## config.mk

```make
export PLATFORM = sky130hd
export DESIGN_NAME = tlb_inv_walk
export DESIGN_NICKNAME = d
export VERILOG_FILES = /design/src/rtl/tiw_pkg.sv /design/src/rtl/tiw_range.sv /design/src/rtl/tiw_tags.sv /design/src/rtl/tiw_ctrl.sv /design/src/rtl/tlb_inv_walk.sv
export SDC_FILE = /design/constraint.sdc
export NUM_CORES = 1
export LEC_CHECK = 0
export BUFFER_PORTS_ARGS = -buffer_cell sky130_fd_sc_hd__buf_2
export CAP_MARGIN = 20
export CORE_UTILIZATION = 50
export DETAILED_ROUTE_END_ITERATION = 8
export PLACE_DENSITY_LB_ADDON = 0.3
export SYNTH_ARGS = -nofsm -noshare
export SYNTH_HDL_FRONTEND = slang
export SYNTH_SLANG_ARGS = --single-unit
```

## constraint.sdc

```tcl
create_clock -name clk -period 4.4 [get_ports clk]
set_clock_uncertainty 0.2 [all_clocks]
set_input_delay 0.22 -clock clk [delete_from_list [all_inputs] [get_ports clk]]
set_output_delay 0.22 -clock clk [all_outputs]
set_load 0.03 [all_outputs]
```

## src/rtl/tiw_pkg.sv

```systemverilog
package tiw_pkg;

    localparam int DEF_VAR_ENTRIES = 4;
    localparam int DEF_FT_SETS     = 4;
    localparam int DEF_FT_WAYS     = 2;
    localparam int DEF_ASID_W      = 8;
    localparam int DEF_GID_W       = 4;

    // Which part of the slot space a command covers
    typedef enum logic [1:0] {
        SPAN_ALL = 2'd0,
        SPAN_VAR = 2'd1,
        SPAN_SET = 2'd2
    } span_e;

    function automatic span_e choose_span(input logic split, input logic hw, input logic in_var);
        if (!split || hw) return SPAN_ALL;
        else if (in_var)  return SPAN_VAR;
        else              return SPAN_SET;
    endfunction

endpackage

```

## src/rtl/tiw_range.sv

```systemverilog
module tiw_range
    import tiw_pkg::*;
#(
    parameter int VAR_ENTRIES = DEF_VAR_ENTRIES,
    parameter int FT_SETS     = DEF_FT_SETS,
    parameter int FT_WAYS     = DEF_FT_WAYS,
    parameter int IDX_W       = 4
)(
    input  logic             split,
    input  logic             hw,
    input  logic [IDX_W-1:0] idx,
    output logic [IDX_W-1:0] first,
    output logic [IDX_W-1:0] last
);
    localparam int TOTAL = VAR_ENTRIES + FT_SETS * FT_WAYS;
    localparam logic [IDX_W-1:0] VAR_L  = IDX_W'(VAR_ENTRIES);
    localparam logic [IDX_W-1:0] SETS_L = IDX_W'(FT_SETS);
    localparam logic [IDX_W-1:0] WAYS_L = IDX_W'(FT_WAYS);

    logic             in_var;
    logic [IDX_W-1:0] off, set_sel, base;
    span_e            span;

    always_comb begin
        in_var  = idx < VAR_L;
        off     = idx - VAR_L;
        set_sel = off % SETS_L;
        base    = VAR_L + set_sel * WAYS_L;
        span    = choose_span(split, hw, in_var);
        case (span)
            SPAN_VAR: begin first = '0;   last = VAR_L - IDX_W'(1); end
            SPAN_SET: begin first = base; last = base + WAYS_L - IDX_W'(1); end
            default:  begin first = '0;   last = IDX_W'(TOTAL - 1); end
        endcase
    end
endmodule

```

## src/rtl/tiw_tags.sv

```systemverilog
module tiw_tags #(
    parameter int N      = 12,
    parameter int ASID_W = 8,
    parameter int GID_W  = 4,
    parameter int IDX_W  = 4
)(
    input  logic              clk,
    input  logic              rst,
    input  logic              wr_en,
    input  logic [IDX_W-1:0]  wr_idx,
    input  logic [ASID_W-1:0] wr_asid,
    input  logic              wr_glob,
    input  logic [GID_W-1:0]  wr_gid,
    input  logic              chk_en,
    input  logic [IDX_W-1:0]  chk_idx,
    input  logic              chk_flush,
    input  logic [ASID_W-1:0] chk_asid,
    input  logic              chk_gid_en,
    input  logic [GID_W-1:0]  chk_gid,
    input  logic [IDX_W-1:0]  lk_idx,
    output logic              lk_inv,
    output logic [ASID_W-1:0] lk_asid,
    output logic              lk_glob,
    output logic [GID_W-1:0]  lk_gid
);
    typedef struct packed {
        logic [ASID_W-1:0] asid;
        logic              glob;
        logic [GID_W-1:0]  gid;
        logic              inv;
    } tag_t;

    tag_t slot [N];

    for (genvar g = 0; g < N; g++) begin : g_slot
        logic sel_chk, sel_wr, hit;
        always_comb begin
            sel_chk = chk_en && (chk_idx == IDX_W'(g));
            sel_wr  = wr_en  && (wr_idx  == IDX_W'(g));
            hit     = chk_flush || ((slot[g].asid == chk_asid) && !slot[g].glob);
            if (chk_gid_en && (slot[g].gid != chk_gid)) hit = 1'b0;
        end
        always_ff @(posedge clk) begin
            if (rst) begin
                slot[g] <= '{asid: '0, glob: 1'b0, gid: '0, inv: 1'b1};
            end else if (sel_wr) begin
                slot[g] <= '{asid: wr_asid, glob: wr_glob, gid: wr_gid, inv: 1'b0};
            end else if (sel_chk && hit) begin
                slot[g].inv <= 1'b1;
            end
        end
    end

    always_comb begin
        if (lk_idx < IDX_W'(N)) begin
            lk_inv  = slot[lk_idx].inv;
            lk_asid = slot[lk_idx].asid;
            lk_glob = slot[lk_idx].glob;
            lk_gid  = slot[lk_idx].gid;
        end else begin
            lk_inv  = 1'b1;
            lk_asid = '0;
            lk_glob = 1'b0;
            lk_gid  = '0;
        end
    end

    AST_GLOBAL_KEPT: assert property (@(posedge clk) disable iff (rst)
        (chk_en && !wr_en && !chk_flush && slot[chk_idx].glob && !slot[chk_idx].inv)
        |=> !slot[$past(chk_idx)].inv);

    AST_GID_FILTER: assert property (@(posedge clk) disable iff (rst)
        (chk_en && !wr_en && chk_gid_en && (slot[chk_idx].gid != chk_gid) && !slot[chk_idx].inv)
        |=> !slot[$past(chk_idx)].inv);

    AST_FLUSH_HITS: assert property (@(posedge clk) disable iff (rst)
        (chk_en && !wr_en && chk_flush && !chk_gid_en)
        |=> slot[$past(chk_idx)].inv);
endmodule

```

## src/rtl/tiw_ctrl.sv

```systemverilog
module tiw_ctrl #(
    parameter int N      = 12,
    parameter int ASID_W = 8,
    parameter int GID_W  = 4,
    parameter int IDX_W  = 4
)(
    input  logic              clk,
    input  logic              rst,
    input  logic              cmd_valid,
    input  logic              cmd_flush,
    input  logic [ASID_W-1:0] cmd_asid,
    input  logic              gid_en,
    input  logic [GID_W-1:0]  root_gid,
    input  logic [IDX_W-1:0]  first,
    input  logic [IDX_W-1:0]  last,
    output logic              busy,
    output logic              done,
    output logic [IDX_W-1:0]  ptr,
    output logic              req_flush,
    output logic [ASID_W-1:0] req_asid,
    output logic              req_gid_en,
    output logic [GID_W-1:0]  req_gid
);
    typedef struct packed {
        logic              flush;
        logic [ASID_W-1:0] asid;
        logic              gid_en;
        logic [GID_W-1:0]  gid;
    } req_t;

    req_t             req_q;
    logic             busy_q, done_q;
    logic [IDX_W-1:0] ptr_q, last_q;

    always_ff @(posedge clk) begin
        if (rst) begin
            busy_q <= 1'b0;
            done_q <= 1'b0;
            ptr_q  <= '0;
            last_q <= '0;
            req_q  <= '0;
        end else begin
            done_q <= 1'b0;
            if (!busy_q) begin
                if (cmd_valid) begin
                    busy_q <= 1'b1;
                    ptr_q  <= first;
                    last_q <= last;
                    req_q  <= '{flush: cmd_flush, asid: cmd_asid, gid_en: gid_en, gid: root_gid};
                end
            end else if (ptr_q == last_q) begin
                busy_q <= 1'b0;
                done_q <= 1'b1;
            end else begin
                ptr_q <= ptr_q + IDX_W'(1);
            end
        end
    end

    assign busy       = busy_q;
    assign done       = done_q;
    assign ptr        = ptr_q;
    assign req_flush  = req_q.flush;
    assign req_asid   = req_q.asid;
    assign req_gid_en = req_q.gid_en;
    assign req_gid    = req_q.gid;

    AST_DONE_SINGLE: assert property (@(posedge clk) disable iff (rst)
        done_q |=> !done_q);

    AST_DONE_AFTER_WALK: assert property (@(posedge clk) disable iff (rst)
        done_q |-> (!busy_q && $past(busy_q)));

    AST_PTR_BOUND: assert property (@(posedge clk) disable iff (rst)
        busy_q |-> ((ptr_q <= last_q) && (last_q < IDX_W'(N))));

    AST_CMD_WHILE_BUSY: assert property (@(posedge clk) disable iff (rst)
        (busy_q && cmd_valid) |=> ($stable(last_q) && $stable(req_q)));
endmodule

```

## src/rtl/tlb_inv_walk.sv

```systemverilog
module tlb_inv_walk
    import tiw_pkg::*;
#(
    parameter int VAR_ENTRIES = DEF_VAR_ENTRIES,
    parameter int FT_SETS     = DEF_FT_SETS,
    parameter int FT_WAYS     = DEF_FT_WAYS,
    parameter int ASID_W      = DEF_ASID_W,
    parameter int GID_W       = DEF_GID_W,
    localparam int TOTAL      = VAR_ENTRIES + FT_SETS * FT_WAYS,
    localparam int IDX_W      = $clog2(TOTAL)
)(
    input  logic              clk,
    input  logic              rst,
    input  logic              cfg_split,
    input  logic              cfg_hw_walk,
    input  logic              cmd_valid,
    input  logic              cmd_flush,
    input  logic [IDX_W-1:0]  cmd_idx,
    input  logic [ASID_W-1:0] cmd_asid,
    input  logic              gid_en,
    input  logic [GID_W-1:0]  root_gid,
    input  logic              wr_en,
    input  logic [IDX_W-1:0]  wr_idx,
    input  logic [ASID_W-1:0] wr_asid,
    input  logic              wr_glob,
    input  logic [GID_W-1:0]  wr_gid,
    input  logic [IDX_W-1:0]  lk_idx,
    output logic              lk_inv,
    output logic [ASID_W-1:0] lk_asid,
    output logic              lk_glob,
    output logic [GID_W-1:0]  lk_gid,
    output logic              busy,
    output logic              done
);
    logic [IDX_W-1:0]  first, last, ptr;
    logic              req_flush, req_gid_en;
    logic [ASID_W-1:0] req_asid;
    logic [GID_W-1:0]  req_gid;
    logic              wr_ok;

    assign wr_ok = wr_en && !busy;

    tiw_range #(.VAR_ENTRIES(VAR_ENTRIES), .FT_SETS(FT_SETS), .FT_WAYS(FT_WAYS), .IDX_W(IDX_W)) u_range (
        .split(cfg_split), .hw(cfg_hw_walk), .idx(cmd_idx), .first(first), .last(last)
    );

    tiw_ctrl #(.N(TOTAL), .ASID_W(ASID_W), .GID_W(GID_W), .IDX_W(IDX_W)) u_ctrl (
        .clk(clk), .rst(rst), .cmd_valid(cmd_valid), .cmd_flush(cmd_flush), .cmd_asid(cmd_asid),
        .gid_en(gid_en), .root_gid(root_gid), .first(first), .last(last),
        .busy(busy), .done(done), .ptr(ptr), .req_flush(req_flush), .req_asid(req_asid),
        .req_gid_en(req_gid_en), .req_gid(req_gid)
    );

    tiw_tags #(.N(TOTAL), .ASID_W(ASID_W), .GID_W(GID_W), .IDX_W(IDX_W)) u_tags (
        .clk(clk), .rst(rst), .wr_en(wr_ok), .wr_idx(wr_idx), .wr_asid(wr_asid),
        .wr_glob(wr_glob), .wr_gid(wr_gid), .chk_en(busy), .chk_idx(ptr),
        .chk_flush(req_flush), .chk_asid(req_asid), .chk_gid_en(req_gid_en), .chk_gid(req_gid),
        .lk_idx(lk_idx), .lk_inv(lk_inv), .lk_asid(lk_asid), .lk_glob(lk_glob), .lk_gid(lk_gid)
    );

    AST_WRITE_BLOCKED: assert property (@(posedge clk) disable iff (rst)
        (busy && wr_en && (lk_idx == wr_idx)) |=> $stable(lk_asid) || !$stable(lk_idx));
endmodule

```

==> metrics.txt, run 1 <==
status=complete, no violations; Routed wire per std cell=25.2 microns; ant diodes=0; vias per std cell=6.32; Core Footprint=0.0211 sq mm; Clock Tree Root=clkbuf_16; PwrDens=365 mW/mm^2; Core Util, Final=0.568; Skew-Pair Late Insertion Delay=0.44 ns; Global Route Usage Sum=0.282; Initial Utilization=0.512; sw frac=0.264; Final setup viols=0; Port Buffers=60; combinational share of power=0.132; vias in the first global route=7288; RSZ-0062 raised after global routing=false; RR Startpoint=u_ctrl.busy; Slew HR=0.293; post-route cell area=0.0120 sq mm; Vias=7626; maxcap violations=0; final hold vios=0; # IOs=61; flops & latches, synth=192; wirelength, routed=30400 microns; Final Cycle Share=0.677; Syn Std Cell Area=0.0108 sq mm; largest fanout on the critical path=21; Layout area overhead=10.8%; Worst-path clk slew=0.07 ns; H-tree depth=4; multi-input logic area=0.00479 sq mm; Ys Warns=0; Crit. End Element=register; Die ar.=0.0222 sq mm; die width=149 microns; first-pass GRT wire length=45200 microns; total power=4.37 mW; Clock Path Buffers=2; top cells by area, synth=edfxtp_1 47%, xor2_1 12%, and3_1 9.0%, mux4_2 8.8%, dfxtp_1 4.4%; Critical Path RT=4.34 ns; Int Power=3.22 mW; asr flop ratio synth=0; Post-CTS Setup Bufs=0; DRC=0; Worst-Margin Slew=1.06 ns; switching power total=1.15 mW; share of layout cells above drive strength 1=0.167; Synthesized Nets=958; minimum clock period=2.98 ns; pin count of the biggest net entering global routing=46; antenna viol nets, final=0; final setup TNS=0 ns; max-slew violation count=0; net count reported at finish=968; Clock Sinks=192; CP Launch Point=u_ctrl.busy; min-delay src=wr_idx[2]; Clk pwr share=0.371; Mapped Cells=909; Fill cells=1753; Max Clk Rate=336 MHz; cell taking the most area after synthesis=edfxtp_1; TritonCTS clock tree=yes; register share of total power=0.497; WP data arrival=2.92 ns; drt pass-1 iters=5; EDFF count, synth=168; post-synth top area share=0.467; maximum vdd drop=284 uV; Worst setup SP type=register; Worst Hold Class=in -> reg; most used flip-flop cell after synthesis=edfxtp_1; Synth Area per Inst=11.9 sq um; initial antenna violation count=0; Synth cell types=47; Die Ht=149 microns; DRT iter0 DRCs=910; Final HPWL DP=20100 microns; TritonCTS Buffers=17; dpl cell area=0.0112 sq mm; Final Wtd Congestion=0.852; global route overflow=0; register area=0.00553 sq mm; Setup CP Type=reg -> reg; Seq/Total Area, Yosys=0.512; LEAKAGE=5.39 nW; # rows=53
==> layout make-up <==
class,instances,share of cell area
sequential,192,0.462
multi-input combinational,588,0.400
timing repair buffer,93,0.0493
clock buffer,25,0.0460
tap,275,0.0287
inverter,27,0.00847
clock inverter,7,0.00544
==> cell usage in the layout (no fill, tap or decap), types with 13 or more instances in the layout <==
cell	netlist	final
mux2i_1	14	14
o22ai_1	13	13
dlygate4sd3_1	0	17
nand2_1	33	33
nor2_1	28	28
buf_2	25	60
edfxtp_1	168	168
mux4_2	42	42
clkbuf_16	0	21
and3_1	156	156
nor3_1	14	13
buf_4	0	16
a21oi_1	17	17
xor2_1	148	148
inv_1	27	27
dfxtp_1	24	24
==> synthesized netlist by cell type, drive strengths merged, types with 10 or more instances <==
| cell type | instances |
|---|---|
| a31oi | 12 |
| o21bai | 10 |
| a21oi | 17 |
| o41ai | 13 |
| and3 | 156 |
| xor2 | 148 |
| a21o | 12 |
| clkbuf | 75 |
| edfxtp | 168 |
| mux4 | 42 |
| mux2i | 14 |
| nor2 | 28 |
| dfxtp | 24 |
| o22ai | 13 |
| nand2 | 33 |
| nor3 | 14 |
| inv | 27 |
| nor4 | 12 |
| buf | 27 |
==> power groups by stage <==
stage	Clock, mW	Sequential (mW)	Combinational (mW)
global route	1.69	2.17	0.617
finish	1.62	2.17	0.577
detailed placement	0	2.20	0.558
floorplan	0	2.14	0.424
CTS	1.62	2.16	0.573
global placement	0	2.20	0.551
==> per-layer routing <==
metal	global-route usage	share of wire	vias to the layer above
li1	-	-	3348
met1	0.399	0.42	3737
met2	0.431	0.46	491
met3	0.0578	0.10	50
met4	0.0949	0.024	0
met5	0	0	-
==> cell families (layout without fill, tap and decap cells) <==
family / count (synthesis) / count (layout) / share of synthesized area
flops: 192 / 192 / 0.512
fa+ha+maj: 4 / 4 / 0.00463
simple gates: 291 / 291 / 0.157
mux: 56 / 56 / 0.101
xor+xnor: 148 / 148 / 0.120
compound gates: 89 / 89 / 0.0577
buf+inv: 129 / 152 / 0.0484
==> per-stage QoR <==
step | setup slack (ns) | hold WS, ns | std cells
6_report | 1.42 | 0.0557 | 1207
3_3_place_gp | 1.57 | 0.261 | 1158
4_1_cts | 1.50 | 0.0373 | 1207
5_1_grt | 1.33 | 0.0736 | 1207
3_5_place_dp | 1.49 | 0.268 | 1158
2_1_floorplan | 2.13 | 0.156 | 909
==> path summary, 6_finish.rpt <==
path,endpoint,slack (ns),depth (start not counted)
worst max-delay path,u_tags.slot[4][0],1.42,4
worst min-delay path,u_tags.slot[3][0],0.06,4
worst max register to register,u_tags.slot[4][0],1.42,4
worst min register to register,u_ctrl.last_q[2],0.27,2
==> registers in the layout, indices dropped and copies added (netlist names) <==
register / flops
u_ctrl.ptr: 4
u_ctrl.req_asid: 8
u_ctrl.req_gid_en: 1
u_ctrl.last_q: 4
u_ctrl.busy: 1
u_ctrl.req_flush: 1
u_ctrl.done: 1
u_tags.slot: 168
u_ctrl.req_gid: 4
==> worst max-delay path: stages (launching register included) <==
cell and delay, ns:
dfxtp_1 0.57, nor4b_4 0.81, buf_4 0.35, a21o_1 0.54
o21bai_1 0.20
==> what timing repair did <==
item / CTS / global route
resized for setup: 0 / 0
endpoints found under the hold margin: 18 / 0
hold buffers: 17 / 0
(Power assumes the default switching activity.)
==> run 2, diff against run 1 <==
==> constraint.sdc (replaced) <==
create_clock -name clk -period 2.5 [get_ports clk]
set_clock_uncertainty 0.2 [all_clocks]
set_input_delay 0.125 -clock clk [delete_from_list [all_inputs] [get_ports clk]]
set_output_delay 0.125 -clock clk [all_outputs]
set_load 0.03 [all_outputs]
==> metrics.txt, run 2 (synthesis results as in run 1) <==
Clock Tree Root=clkbuf_16; max-slew violation count=0; Largest register FFs=168; sw frac=0.267; Fill cells=1680; switching power total=2.05 mW; Final Wtd Congestion=0.874; Largest Register=u_tags.slot; Clock Path Buffers=2; Final setup viols=0; most frequent cells in the layout=168 x edfxtp_1, 156 x and3_1, 148 x xor2_1; pin count of the biggest net entering global routing=38; hold path cells=3; Post-CTS Resized=0; Layout area overhead=15.7%; vias per std cell=6.14; Initial Utilization=0.512; maxcap violations=0; # IOs=61; combinational share of power=0.152; Place WS=0.361 ns; maximum vdd drop=314 uV; Worst Hold Class=in -> reg; register share of total power=0.489; initial antenna violation count=0; Buf+Inv Stages, Crit Path=2; RSZ-0062 raised after global routing=false; Core Footprint=0.0211 sq mm; DRT iter0 DRCs=920; share of layout cells above drive strength 1=0.206; Clock Sinks=192; Final Cycle Share=0.937; PwrDens=615 mW/mm^2; Worst-Margin Slew=0.787 ns; final setup TNS=0 ns; Critical Path RT=2.62 ns; largest fanout on the critical path=16; Worst setup SP type=register; Hold Worst Slack=-0.00290 ns; # rows=53; first-pass GRT wire length=46200 microns; Routed wire per std cell=24.4 microns; TritonCTS clock tree=yes; Skew-Pair Late Insertion Delay=0.44 ns; critical path's slowest cell=dlygate4sd3_1; ant diodes=0; LEAKAGE=5.68 nW; antenna viol nets, final=0; H-tree depth=4; Vias=7755; Int Power=5.64 mW; Clk pwr share=0.358; Setup CP Type=reg -> reg; Worst Reg-to-Reg Cells=5; DRC=0; global route overflow=0; wirelength, routed=30800 microns; Worst-path clk slew=0.07 ns; leading cell type in the layout, fill and taps excluded=edfxtp_1; Slew HR=0.475; Port Buffers=60; slowest cell delay on critical path=0.61 ns; status=finished, violations left; net count reported at finish=1024; final hold vios=1; Core Util, Final=0.593; Crit. End Element=register; final setup margin=0.157 ns; WP data arrival=2.47 ns; failing checks=hold timing; Final HPWL DP=21200 microns; CP cell instances=buf_4 -> nand2b_1 -> nor4b_1 -> dlygate4sd3_1 -> nor3_1; Top delay family on crit path=buffers and inverters; vias in the first global route=7537; Crit path depth=5; Die Ht=149 microns; Post-CTS Setup Bufs=0; drt pass-1 iters=6; Max Clk Rate=427 MHz; Die ar.=0.0222 sq mm; Global Route Usage Sum=0.288; TritonCTS Buffers=17; die width=149 microns; minimum clock period=2.34 ns
==> run 2: cell types whose count changed in the layout (fill, tap and decap cells not counted), sizes merged <==
cell,before,now
clkinvlp,0,2
inv,29,30
dlygate4sd3,17,27
bufinv,1,2
buf,76,122
clkbuf,25,21
==> run 2: worst paths after layout <==
| check | end | slack [ns] | start |
|---|---|---|---|
| min reg2reg | u_ctrl.last_q[2] | 0.29 | u_ctrl.last_q[2] |
| max | u_ctrl.last_q[1] | 0.16 | u_ctrl.busy |
| min | u_ctrl.last_q[3] | -0.003 | cfg_split |
| max reg2reg | u_ctrl.last_q[1] | 0.16 | u_ctrl.busy |
==> run 2: power groups by stage <==
| stage | clock network, mW | logic [mW] | registers (mW) |
|---|---|---|---|
| 3_3_place_gp | 0 | 1.11 | 3.82 |
| 4_1_cts | 2.77 | 1.16 | 3.76 |
| 6_report | 2.75 | 1.17 | 3.76 |
| 3_5_place_dp | 0 | 1.12 | 3.83 |
| 5_1_grt | 2.89 | 1.26 | 3.77 |
| 2_1_floorplan | 0 | 0.747 | 3.76 |
==> run 2: layout make-up <==
| type | instances | area (sq um) | area share |
|---|---|---|---|
| clock buffers | 21 | 460 | 0.0368 |
| clock inverters | 11 | 129 | 0.0103 |
| inverters | 27 | 101 | 0.00811 |
| multi-input cells | 588 | 4790 | 0.383 |
| flip-flops and latches | 192 | 5530 | 0.442 |
| well taps | 275 | 344 | 0.0275 |
| repair buffers | 149 | 1150 | 0.0919 |
==> run 2: routing by layer <==
metal	share of wire	global-route usage	wire, microns	vias up
li1	-	-	-	3456
met2	0.46	0.440	14100	467
met4	0.024	0.0908	745	0
met1	0.40	0.404	12400	3784
met3	0.12	0.0697	3580	48
met5	0	0	0	-
==> run 2: what timing repair did <==
action	in CTS	in global routing
hold buffers	27	0
hold endpoints to repair	48	0
endpoints found under the setup margin	0	0
==> run 2: worst min-delay path: cells and delay by family <==
kind                   cells  cell delay [ns]
AO/OA/AOI/OAI              1             0.13
AND/OR/NAND/NOR            1             0.25
buffers and inverters      1             0.07
==> run 2: through the flow <==
| stage | instance area, sq um | hold WS [ns] | power (mW) | std cells |
|---|---|---|---|---|
| CTS | 12500 | 0.000446 | 7.68 | 1263 |
| global route | 12500 | 0.0163 | 7.91 | 1263 |
| detailed placement | 11600 | 0.176 | 4.94 | 1204 |
| finish | 12500 | -0.00290 | 7.69 | 1263 |
| floorplan | 10800 | 0.0610 | 4.50 | 909 |
| global placement | 11600 | 0.174 | 4.93 | 1204 |
